### src/rtl/lcs_pkg.sv
package lcs_pkg;
   localparam int unsigned BYTE_W = 8;
   localparam int unsigned OP_W   = 3;

   localparam logic [OP_W-1:0] OP_TX  = 3'b011;
   localparam logic [OP_W-1:0] OP_RX  = 3'b100;
   localparam logic [OP_W-1:0] OP_CFG = 3'b101;
   localparam logic [OP_W-1:0] OP_CLR = 3'b110;
   localparam logic [BYTE_W-1:0] CMD_RXINT_CLR = 8'h08;

   localparam int unsigned SB_TA    = 0;
   localparam int unsigned SB_TMA   = 1;
   localparam int unsigned SB_RECON = 2;
   localparam int unsigned SB_TEST  = 3;
   localparam int unsigned SB_POR   = 4;
   localparam int unsigned SB_RI    = 7;

   typedef struct packed {
      logic       tx_en;
      logic       rx_en;
      logic       cfg_def;
      logic       clr_flags;
      logic       clr_rxint;
      logic [1:0] page;
      logic       opt;
      logic       long_sel;
      logic       clr_recon;
      logic       clr_por;
   } cmd_t;
endpackage

### src/rtl/lcs_cmd_decode.sv
module lcs_cmd_decode
   import lcs_pkg::*;
(
   input  logic              wr,
   input  logic [BYTE_W-1:0] data,
   output cmd_t              cmd
);
   logic [OP_W-1:0] op;
   logic            hi3_zero;
   logic            mid2_zero;
   logic            hi4_zero;

   assign op        = data[OP_W-1:0];
   assign hi3_zero  = (data[7:5] == 3'b000);
   assign mid2_zero = (data[6:5] == 2'b00);
   assign hi4_zero  = (data[7:4] == 4'b0000);

   always_comb begin
      cmd           = '0;
      cmd.tx_en     = wr && hi3_zero  && (op == OP_TX);
      cmd.rx_en     = wr && mid2_zero && (op == OP_RX);
      cmd.cfg_def   = wr && hi4_zero  && (op == OP_CFG);
      cmd.clr_flags = wr && hi3_zero  && (op == OP_CLR);
      cmd.clr_rxint = wr && (data == CMD_RXINT_CLR);
      cmd.page      = data[4:3];
      cmd.opt       = data[7];
      cmd.long_sel  = data[3];
      cmd.clr_recon = cmd.clr_flags && data[4];
      cmd.clr_por   = cmd.clr_flags && data[3];
   end
endmodule

### src/rtl/lcs_status_flags.sv
module lcs_status_flags
   import lcs_pkg::*;
(
   input  logic              clk,
   input  logic              rst_n,
   input  logic              tx_en,
   input  logic              rx_en,
   input  logic              clr_rxint,
   input  logic              clr_recon,
   input  logic              clr_por,
   input  logic              ev_tx_done,
   input  logic              ev_ack_rx,
   input  logic              ev_pkt_rx,
   input  logic              ev_recon,
   input  logic              ev_por,
   output logic [BYTE_W-1:0] status_o,
   output logic              rx_pend_o
);
   logic ta_q, tma_q, recon_q, por_q, ri_q, rxp_q;

   always_ff @(posedge clk) begin
      if (!rst_n) begin
         ta_q    <= 1'b1;
         tma_q   <= 1'b0;
         recon_q <= 1'b0;
         por_q   <= 1'b1;
         ri_q    <= 1'b1;
         rxp_q   <= 1'b0;
      end else begin
         if (tx_en)           ta_q <= 1'b0;
         else if (ev_tx_done) ta_q <= 1'b1;

         if (tx_en)                         tma_q <= 1'b0;
         else if (ev_tx_done && ev_ack_rx)  tma_q <= 1'b1;

         if (rx_en)          ri_q <= 1'b0;
         else if (ev_pkt_rx) ri_q <= 1'b1;

         if (rx_en || clr_rxint) rxp_q <= 1'b0;
         else if (ev_pkt_rx)     rxp_q <= 1'b1;

         if (ev_recon)       recon_q <= 1'b1;
         else if (clr_recon) recon_q <= 1'b0;

         if (ev_por)       por_q <= 1'b1;
         else if (clr_por) por_q <= 1'b0;
      end
   end

   always_comb begin
      status_o           = '0;
      status_o[SB_TA]    = ta_q;
      status_o[SB_TMA]   = tma_q;
      status_o[SB_RECON] = recon_q;
      status_o[SB_TEST]  = 1'b0;
      status_o[SB_POR]   = por_q;
      status_o[SB_RI]    = ri_q;
   end
   assign rx_pend_o = rxp_q;


   tx_clear_chk: assert property (@(posedge clk) disable iff (!rst_n)
      tx_en |=> (!ta_q && !tma_q));

   tx_done_chk: assert property (@(posedge clk) disable iff (!rst_n)
      (ev_tx_done && !tx_en) |=> ta_q);

   rx_set_chk: assert property (@(posedge clk) disable iff (!rst_n)
      (ev_pkt_rx && !rx_en && !clr_rxint) |=> (ri_q && rxp_q));

   recon_keep_chk: assert property (@(posedge clk) disable iff (!rst_n)
      ev_recon |=> recon_q);

   rxint_ri_chk: assert property (@(posedge clk) disable iff (!rst_n)
      (clr_rxint && !ev_pkt_rx) |=> (!rxp_q && $stable(ri_q)));
endmodule

### src/rtl/lcs_ctl_regs.sv
module lcs_ctl_regs
   import lcs_pkg::*;
#(
   parameter int unsigned        PAGE_W    = 2,
   parameter logic [BYTE_W-1:0]  CFG_RESET = 8'h1C
) (
   input  logic              clk,
   input  logic              rst_n,
   input  logic              tx_en,
   input  logic              rx_en,
   input  logic              cfg_def,
   input  logic [1:0]        page,
   input  logic              opt,
   input  logic              long_sel,
   input  logic              cfg_wr,
   input  logic              mask_wr,
   input  logic [BYTE_W-1:0] data,
   output logic [PAGE_W-1:0] tx_page_o,
   output logic [PAGE_W-1:0] rx_page_o,
   output logic              rx_opt_o,
   output logic              long_pkt_o,
   output logic              tx_go_o,
   output logic              rx_go_o,
   output logic [BYTE_W-1:0] cfg_o,
   output logic [BYTE_W-1:0] mask_o
);
   logic [PAGE_W-1:0] page_sel;

   generate
      if (PAGE_W == 2) begin : g_full_page
         assign page_sel = page;
      end else begin : g_narrow_page
         logic unused_hi;
         assign unused_hi = page[1];
         assign page_sel  = page[PAGE_W-1:0];
      end
   endgenerate

   always_ff @(posedge clk) begin
      if (!rst_n) begin
         tx_page_o  <= '0;
         rx_page_o  <= '0;
         rx_opt_o   <= 1'b0;
         long_pkt_o <= 1'b0;
         tx_go_o    <= 1'b0;
         rx_go_o    <= 1'b0;
         cfg_o      <= CFG_RESET;
         mask_o     <= '0;
      end else begin
         tx_go_o <= tx_en;
         rx_go_o <= rx_en;
         if (tx_en) tx_page_o <= page_sel;
         if (rx_en) begin
            rx_page_o <= page_sel;
            rx_opt_o  <= opt;
         end
         if (cfg_def) long_pkt_o <= long_sel;
         if (cfg_wr)  cfg_o      <= data;
         if (mask_wr) mask_o     <= data;
      end
   end


   tx_page_chk: assert property (@(posedge clk) disable iff (!rst_n)
      tx_en |=> (tx_go_o && tx_page_o == $past(page_sel)));

   rx_page_chk: assert property (@(posedge clk) disable iff (!rst_n)
      rx_en |=> (rx_go_o && rx_opt_o == $past(opt)));
endmodule

### src/rtl/lan_cmd_status.sv
module lan_cmd_status
   import lcs_pkg::*;
#(
   parameter int unsigned       PAGE_W    = 2,
   parameter logic [7:0]        CFG_RESET = 8'h1C,
   parameter bit                IRQ_REG   = 1'b1
) (
   input  logic              clk,
   input  logic              rst_n,
   input  logic              host_wr,
   input  logic              cfg_wr,
   input  logic              mask_wr,
   input  logic [7:0]        host_data,
   input  logic              ev_tx_done,
   input  logic              ev_ack_rx,
   input  logic              ev_pkt_rx,
   input  logic              ev_recon,
   input  logic              ev_por,
   output logic [7:0]        status_o,
   output logic [PAGE_W-1:0] tx_page_o,
   output logic [PAGE_W-1:0] rx_page_o,
   output logic              rx_opt_o,
   output logic              long_pkt_o,
   output logic              tx_go_o,
   output logic              rx_go_o,
   output logic [7:0]        cfg_o,
   output logic [7:0]        mask_o,
   output logic              intr_o
);
   generate
      if (PAGE_W < 1 || PAGE_W > 2) begin : g_bad_page_w
         $error("PAGE_W must be 1 or 2: the page field is two bits of the command");
      end
   endgenerate

   cmd_t              cmd;
   logic              rx_pend;
   logic [BYTE_W-1:0] irq_src;
   logic              irq_any;

   lcs_cmd_decode u_dec (
      .wr   (host_wr),
      .data (host_data),
      .cmd  (cmd)
   );

   lcs_status_flags u_flags (
      .clk        (clk),
      .rst_n      (rst_n),
      .tx_en      (cmd.tx_en),
      .rx_en      (cmd.rx_en),
      .clr_rxint  (cmd.clr_rxint),
      .clr_recon  (cmd.clr_recon),
      .clr_por    (cmd.clr_por),
      .ev_tx_done (ev_tx_done),
      .ev_ack_rx  (ev_ack_rx),
      .ev_pkt_rx  (ev_pkt_rx),
      .ev_recon   (ev_recon),
      .ev_por     (ev_por),
      .status_o   (status_o),
      .rx_pend_o  (rx_pend)
   );

   lcs_ctl_regs #(.PAGE_W(PAGE_W), .CFG_RESET(CFG_RESET)) u_ctl (
      .clk        (clk),
      .rst_n      (rst_n),
      .tx_en      (cmd.tx_en),
      .rx_en      (cmd.rx_en),
      .cfg_def    (cmd.cfg_def),
      .page       (cmd.page),
      .opt        (cmd.opt),
      .long_sel   (cmd.long_sel),
      .cfg_wr     (cfg_wr),
      .mask_wr    (mask_wr),
      .data       (host_data),
      .tx_page_o  (tx_page_o),
      .rx_page_o  (rx_page_o),
      .rx_opt_o   (rx_opt_o),
      .long_pkt_o (long_pkt_o),
      .tx_go_o    (tx_go_o),
      .rx_go_o    (rx_go_o),
      .cfg_o      (cfg_o),
      .mask_o     (mask_o)
   );

   always_comb begin
      irq_src          = status_o;
      irq_src[SB_RI]   = rx_pend;
      irq_src[SB_TEST] = 1'b0;
   end
   assign irq_any = |(irq_src & mask_o);

   generate
      if (IRQ_REG) begin : g_irq_reg
         logic intr_q;
         always_ff @(posedge clk) begin
            if (!rst_n) intr_q <= 1'b0;
            else        intr_q <= irq_any;
         end
         assign intr_o = intr_q;
      end else begin : g_irq_comb
         assign intr_o = irq_any;
      end
   endgenerate


   cmd_onehot_chk: assert property (@(posedge clk) disable iff (!rst_n)
      $onehot0({cmd.tx_en, cmd.rx_en, cmd.cfg_def, cmd.clr_flags, cmd.clr_rxint}));

   ignored_cmd_chk: assert property (@(posedge clk) disable iff (!rst_n)
      (host_wr && !cfg_wr && !mask_wr &&
       !(cmd.tx_en || cmd.rx_en || cmd.cfg_def || cmd.clr_flags || cmd.clr_rxint) &&
       !(ev_tx_done || ev_pkt_rx || ev_recon || ev_por))
      |=> ($stable(status_o) && $stable(cfg_o) && $stable(long_pkt_o) && !tx_go_o && !rx_go_o));
endmodule

### config.mk
export PLATFORM = sky130hd
export DESIGN_NAME = lan_cmd_status
export DESIGN_NICKNAME = d
export VERILOG_FILES = /design/src/rtl/lcs_pkg.sv /design/src/rtl/lcs_cmd_decode.sv /design/src/rtl/lcs_status_flags.sv /design/src/rtl/lcs_ctl_regs.sv /design/src/rtl/lan_cmd_status.sv
export SDC_FILE = /design/constraint.sdc
export NUM_CORES = 1
export LEC_CHECK = 0
export ABC_CLOCK_PERIOD_IN_PS = 1600
export BUFFER_PORTS_ARGS = -buffer_cell sky130_fd_sc_hd__buf_2
export CORE_MARGIN = 2
export CORE_UTILIZATION = 47
export CTS_CLUSTER_DIAMETER = 100
export CTS_CLUSTER_SIZE = 30
export DETAILED_ROUTE_END_ITERATION = 7
export PLACE_DENSITY = 0.78
export SYNTH_ARGS = -nofsm -noshare
export SYNTH_HDL_FRONTEND = slang
export SYNTH_SLANG_ARGS = --single-unit
### constraint.sdc
create_clock -name clk -period 1.6 [get_ports clk]
set_clock_uncertainty 0.15 [all_clocks]
set_input_delay 0.08 -clock clk [delete_from_list [all_inputs] [get_ports clk]]
set_output_delay 0.08 -clock clk [all_outputs]
set_load 0.01 [all_outputs]
==> impl_metrics.csv <==
group,metric,value,unit
outcome,status,"completed",
worst_setup_path,worstPathArrival,1.62,ns
power_and_ir_drop,p_leak,0.842,nW
synth,synthFlopType,"dfxtp_1",
cells_and_area,regArea,621,µm²
synth,synthArstFlopShare,0,%
synth,synthCells,124,
cells_and_area,multi_input_area,579,µm²
drt,drt_pass1_iterations,4,
hold_path,hp-class,"in2reg",
synth,ys_seq_elements,31,
sta,fin_crit_sh,96.7,%
sta,tns,0,ns
global_routing,grt_usage,21.2,%
worst_setup_path,worst-path-max-fanout,8,
die,dieHeight,56.1,µm
place,dp.cells,189,
cells_and_area,drive_above_1_share,32.1,%
synth,syn_area,1280,µm²
cells_and_area,syn_to_final_growth,41.0,%
place,gp_congestion,0.707,
sta,fmax,646,MHz
power_and_ir_drop,ir_drop,717,µV
global_routing,grt_pass1_wl,5.16,mm
sta,hold_viol,0,
place,dp_hpwl,1.94,mm
global_routing,grt_pass1_vias,1078,
cells_and_area,n_antenna_cell,0,
place,io_buffers,47,
cells_and_area,fin_cells,220,
cells_and_area,final.fill_count,193,
worst_setup_path,worst_setup_path_end_kind,"register",
cts,cts.reportedPaths.clkPinSlew,0.10,ns
cts,clockBufferDepth,2,
die,dieArea,3150,µm²
cts,cts_buffers,5,
synth,ys_types,26,
worst_setup_path,criticalPathCategory,"in2reg",
cts,tritoncts,"done",
die,die_x,56.1,µm
cts,root_buffer,"clkbuf_4",
sta,final.min_clock_period,1.55,ns
cts,cts_max_level,2,
global_routing,grt_overflow,0,
sta,drv_slew,0,
sta,rsz0062_at_grt,"no",
cells_and_area,final_nets,207,
cts,numClockSinks,31,
drt,route.detailed.drc,0,
worst_setup_path,cp_data_required_time,1.68,ns
drt,wl_per_cell,14.0,µm
die,std_cell_rows,18,
drt,vias,1074,
sta,setup_viol,0,
cts,cts_setup_buffers,0,
die,coreArea,2520,µm²
synth,ys_seq_area_share,48.6,%
die,ios,51,
global_routing,antenna_found_initial,0,
worst_setup_path,crit_path_start_kind,"input port",
synth,synth_edf_count,0,
drt,drt_iter0_markers,19,
drt,antenna_left,0,
synth,yosysWarnings,0,
drt,via_per_inst,4.88,
synth,syn_avg_cell_area,10.3,µm²
cts,clk_latency,0.33,ns
power_and_ir_drop,power_density,936,nW/µm²
drt,drt_wl_total,3.08,mm
die,initial_core_util,50.6,%
global_routing,grt_max_degree,34,
run,maxCapViolations,0,
## metrics by stage
| stage | power [mW] | hold slack [ns] | worst slack (ns) | area [µm²] | util [%] |
|---|---|---|---|---|---|
| after CTS | 1.70 | 0.00648 | 0.0355 | 1790 | 71.0 |
| after detailed placement | 1.02 | 0.131 | 0.129 | 1470 | 58.4 |
| final | 1.68 | 0.0177 | 0.0526 | 1800 | 71.3 |
| after global placement | 1.01 | 0.126 | 0.176 | 1470 | 58.4 |
| after global routing | 1.76 | 0.00773 | 0.00110 | 1800 | 71.3 |
| after floorplan | 0.953 | 0.0323 | 0.323 | 1280 | - |
## logic make-up (layout without fill, tap and decap cells)
family / after synthesis / count (layout) / share of synthesized area (%)
simple gates: 45 / 45 / 22.5
mux: 22 / 22 / 17.3
compound gates: 9 / 9 / 4.31
flops: 31 / 31 / 48.6
buf+inv: 16 / 80 / 7.06
other cells: 1 / 3 / 0.294
## registers in the layout (all words and copies together) (netlist names)
name	count
intr_o	1
u_ctl.cfg_o	8
u_ctl.long_pkt_o	1
u_ctl.mask_o	8
u_ctl.rx_go_o	1
u_ctl.rx_opt_o	1
u_ctl.rx_page_o	2
u_ctl.tx_go_o	1
u_ctl.tx_page_o	2
u_flags.por_q	1
u_flags.recon_q	1
u_flags.ri_q	1
u_flags.rx_pend_o	1
u_flags.ta_q	1
u_flags.tma_q	1
## cell type report
class | instances | area share [%]
Sequential cell | 31 | 34.5
Multi-Input combinational cell | 79 | 32.2
Clock buffer | 6 | 2.85
Clock inverter | 2 | 1.95
Tap cell | 30 | 2.09
Inverter | 2 | 0.417
Timing Repair Buffer | 70 | 26.0
## worst max-delay path: stages
cell           delay (ns)
dlygate4sd3_1        0.54
buf_4                0.20
mux2i_1              0.19
dlygate4sd3_1        0.56
nand2_1              0.05
## cell usage in the layout, fill, tap and decap left out, types with 2 or more instances in the layout
cell,n
dfxtp_1,31
dlygate4sd3_1,23
buf_2,46
nand2b_1,2
conb_1,3
and2_1,2
o21ai_0,5
clkbuf_4,5
nor3_1,2
mux2i_1,22
inv_1,2
nor2b_1,14
nand2_1,14
nor2_1,2
## layer usage
layer	GRT usage, %	vias to the layer above	wire length, µm
met4	8.16	0	27
li1	-	537	-
met3	6.98	4	220
met2	33.9	41	1440
met5	0	-	0
met1	26.4	492	1390
## cell usage after synthesis (2+ instances only)
cell,number,area share [%]
dfxtp_1,31,49
mux2i_1,22,17
nand2_1,14,4.1
nor2b_1,14,6.9
buf_4,8,4.7
clkbuf_1,6,1.8
o21ai_0,5,2.0
and2_1,2,0.98
inv_1,2,0.59
nand2b_1,2,0.98
nor2_1,2,0.59
nor3_1,2,0.78
## worst paths after layout
kind | from | endpoint | slack, ns | depth (start not counted)
min reg2reg | u_ctl.rx_opt_o | u_ctl.rx_opt_o | 0.32 | 2
max | cfg_wr | u_ctl.cfg_o[3] | 0.05 | 5
max reg2reg | u_flags.recon_q | u_flags.recon_q | 0.27 | 3
min | rst_n | u_flags.ta_q | 0.02 | 2
## what timing repair did
item                                   4_1_cts  5_1_grt
gates resized for setup                      0        3
setup endpoints to repair                    0        2
hold buffers                                23        0
endpoints found under the hold margin       28        0
## power by group
| group | leakage [nW] | internal, mW | switching [mW] | total (mW) |
|---|---|---|---|---|
| logic | 0.539 | 0.115 | 0.109 | 0.224 |
| clock network | 0.0482 | 0.369 | 0.266 | 0.635 |
| registers | 0.254 | 0.805 | 0.0199 | 0.825 |
| total | 0.842 | 1.29 | 0.395 | 1.68 |
Note: power is estimated with default switching activity, not from simulation.
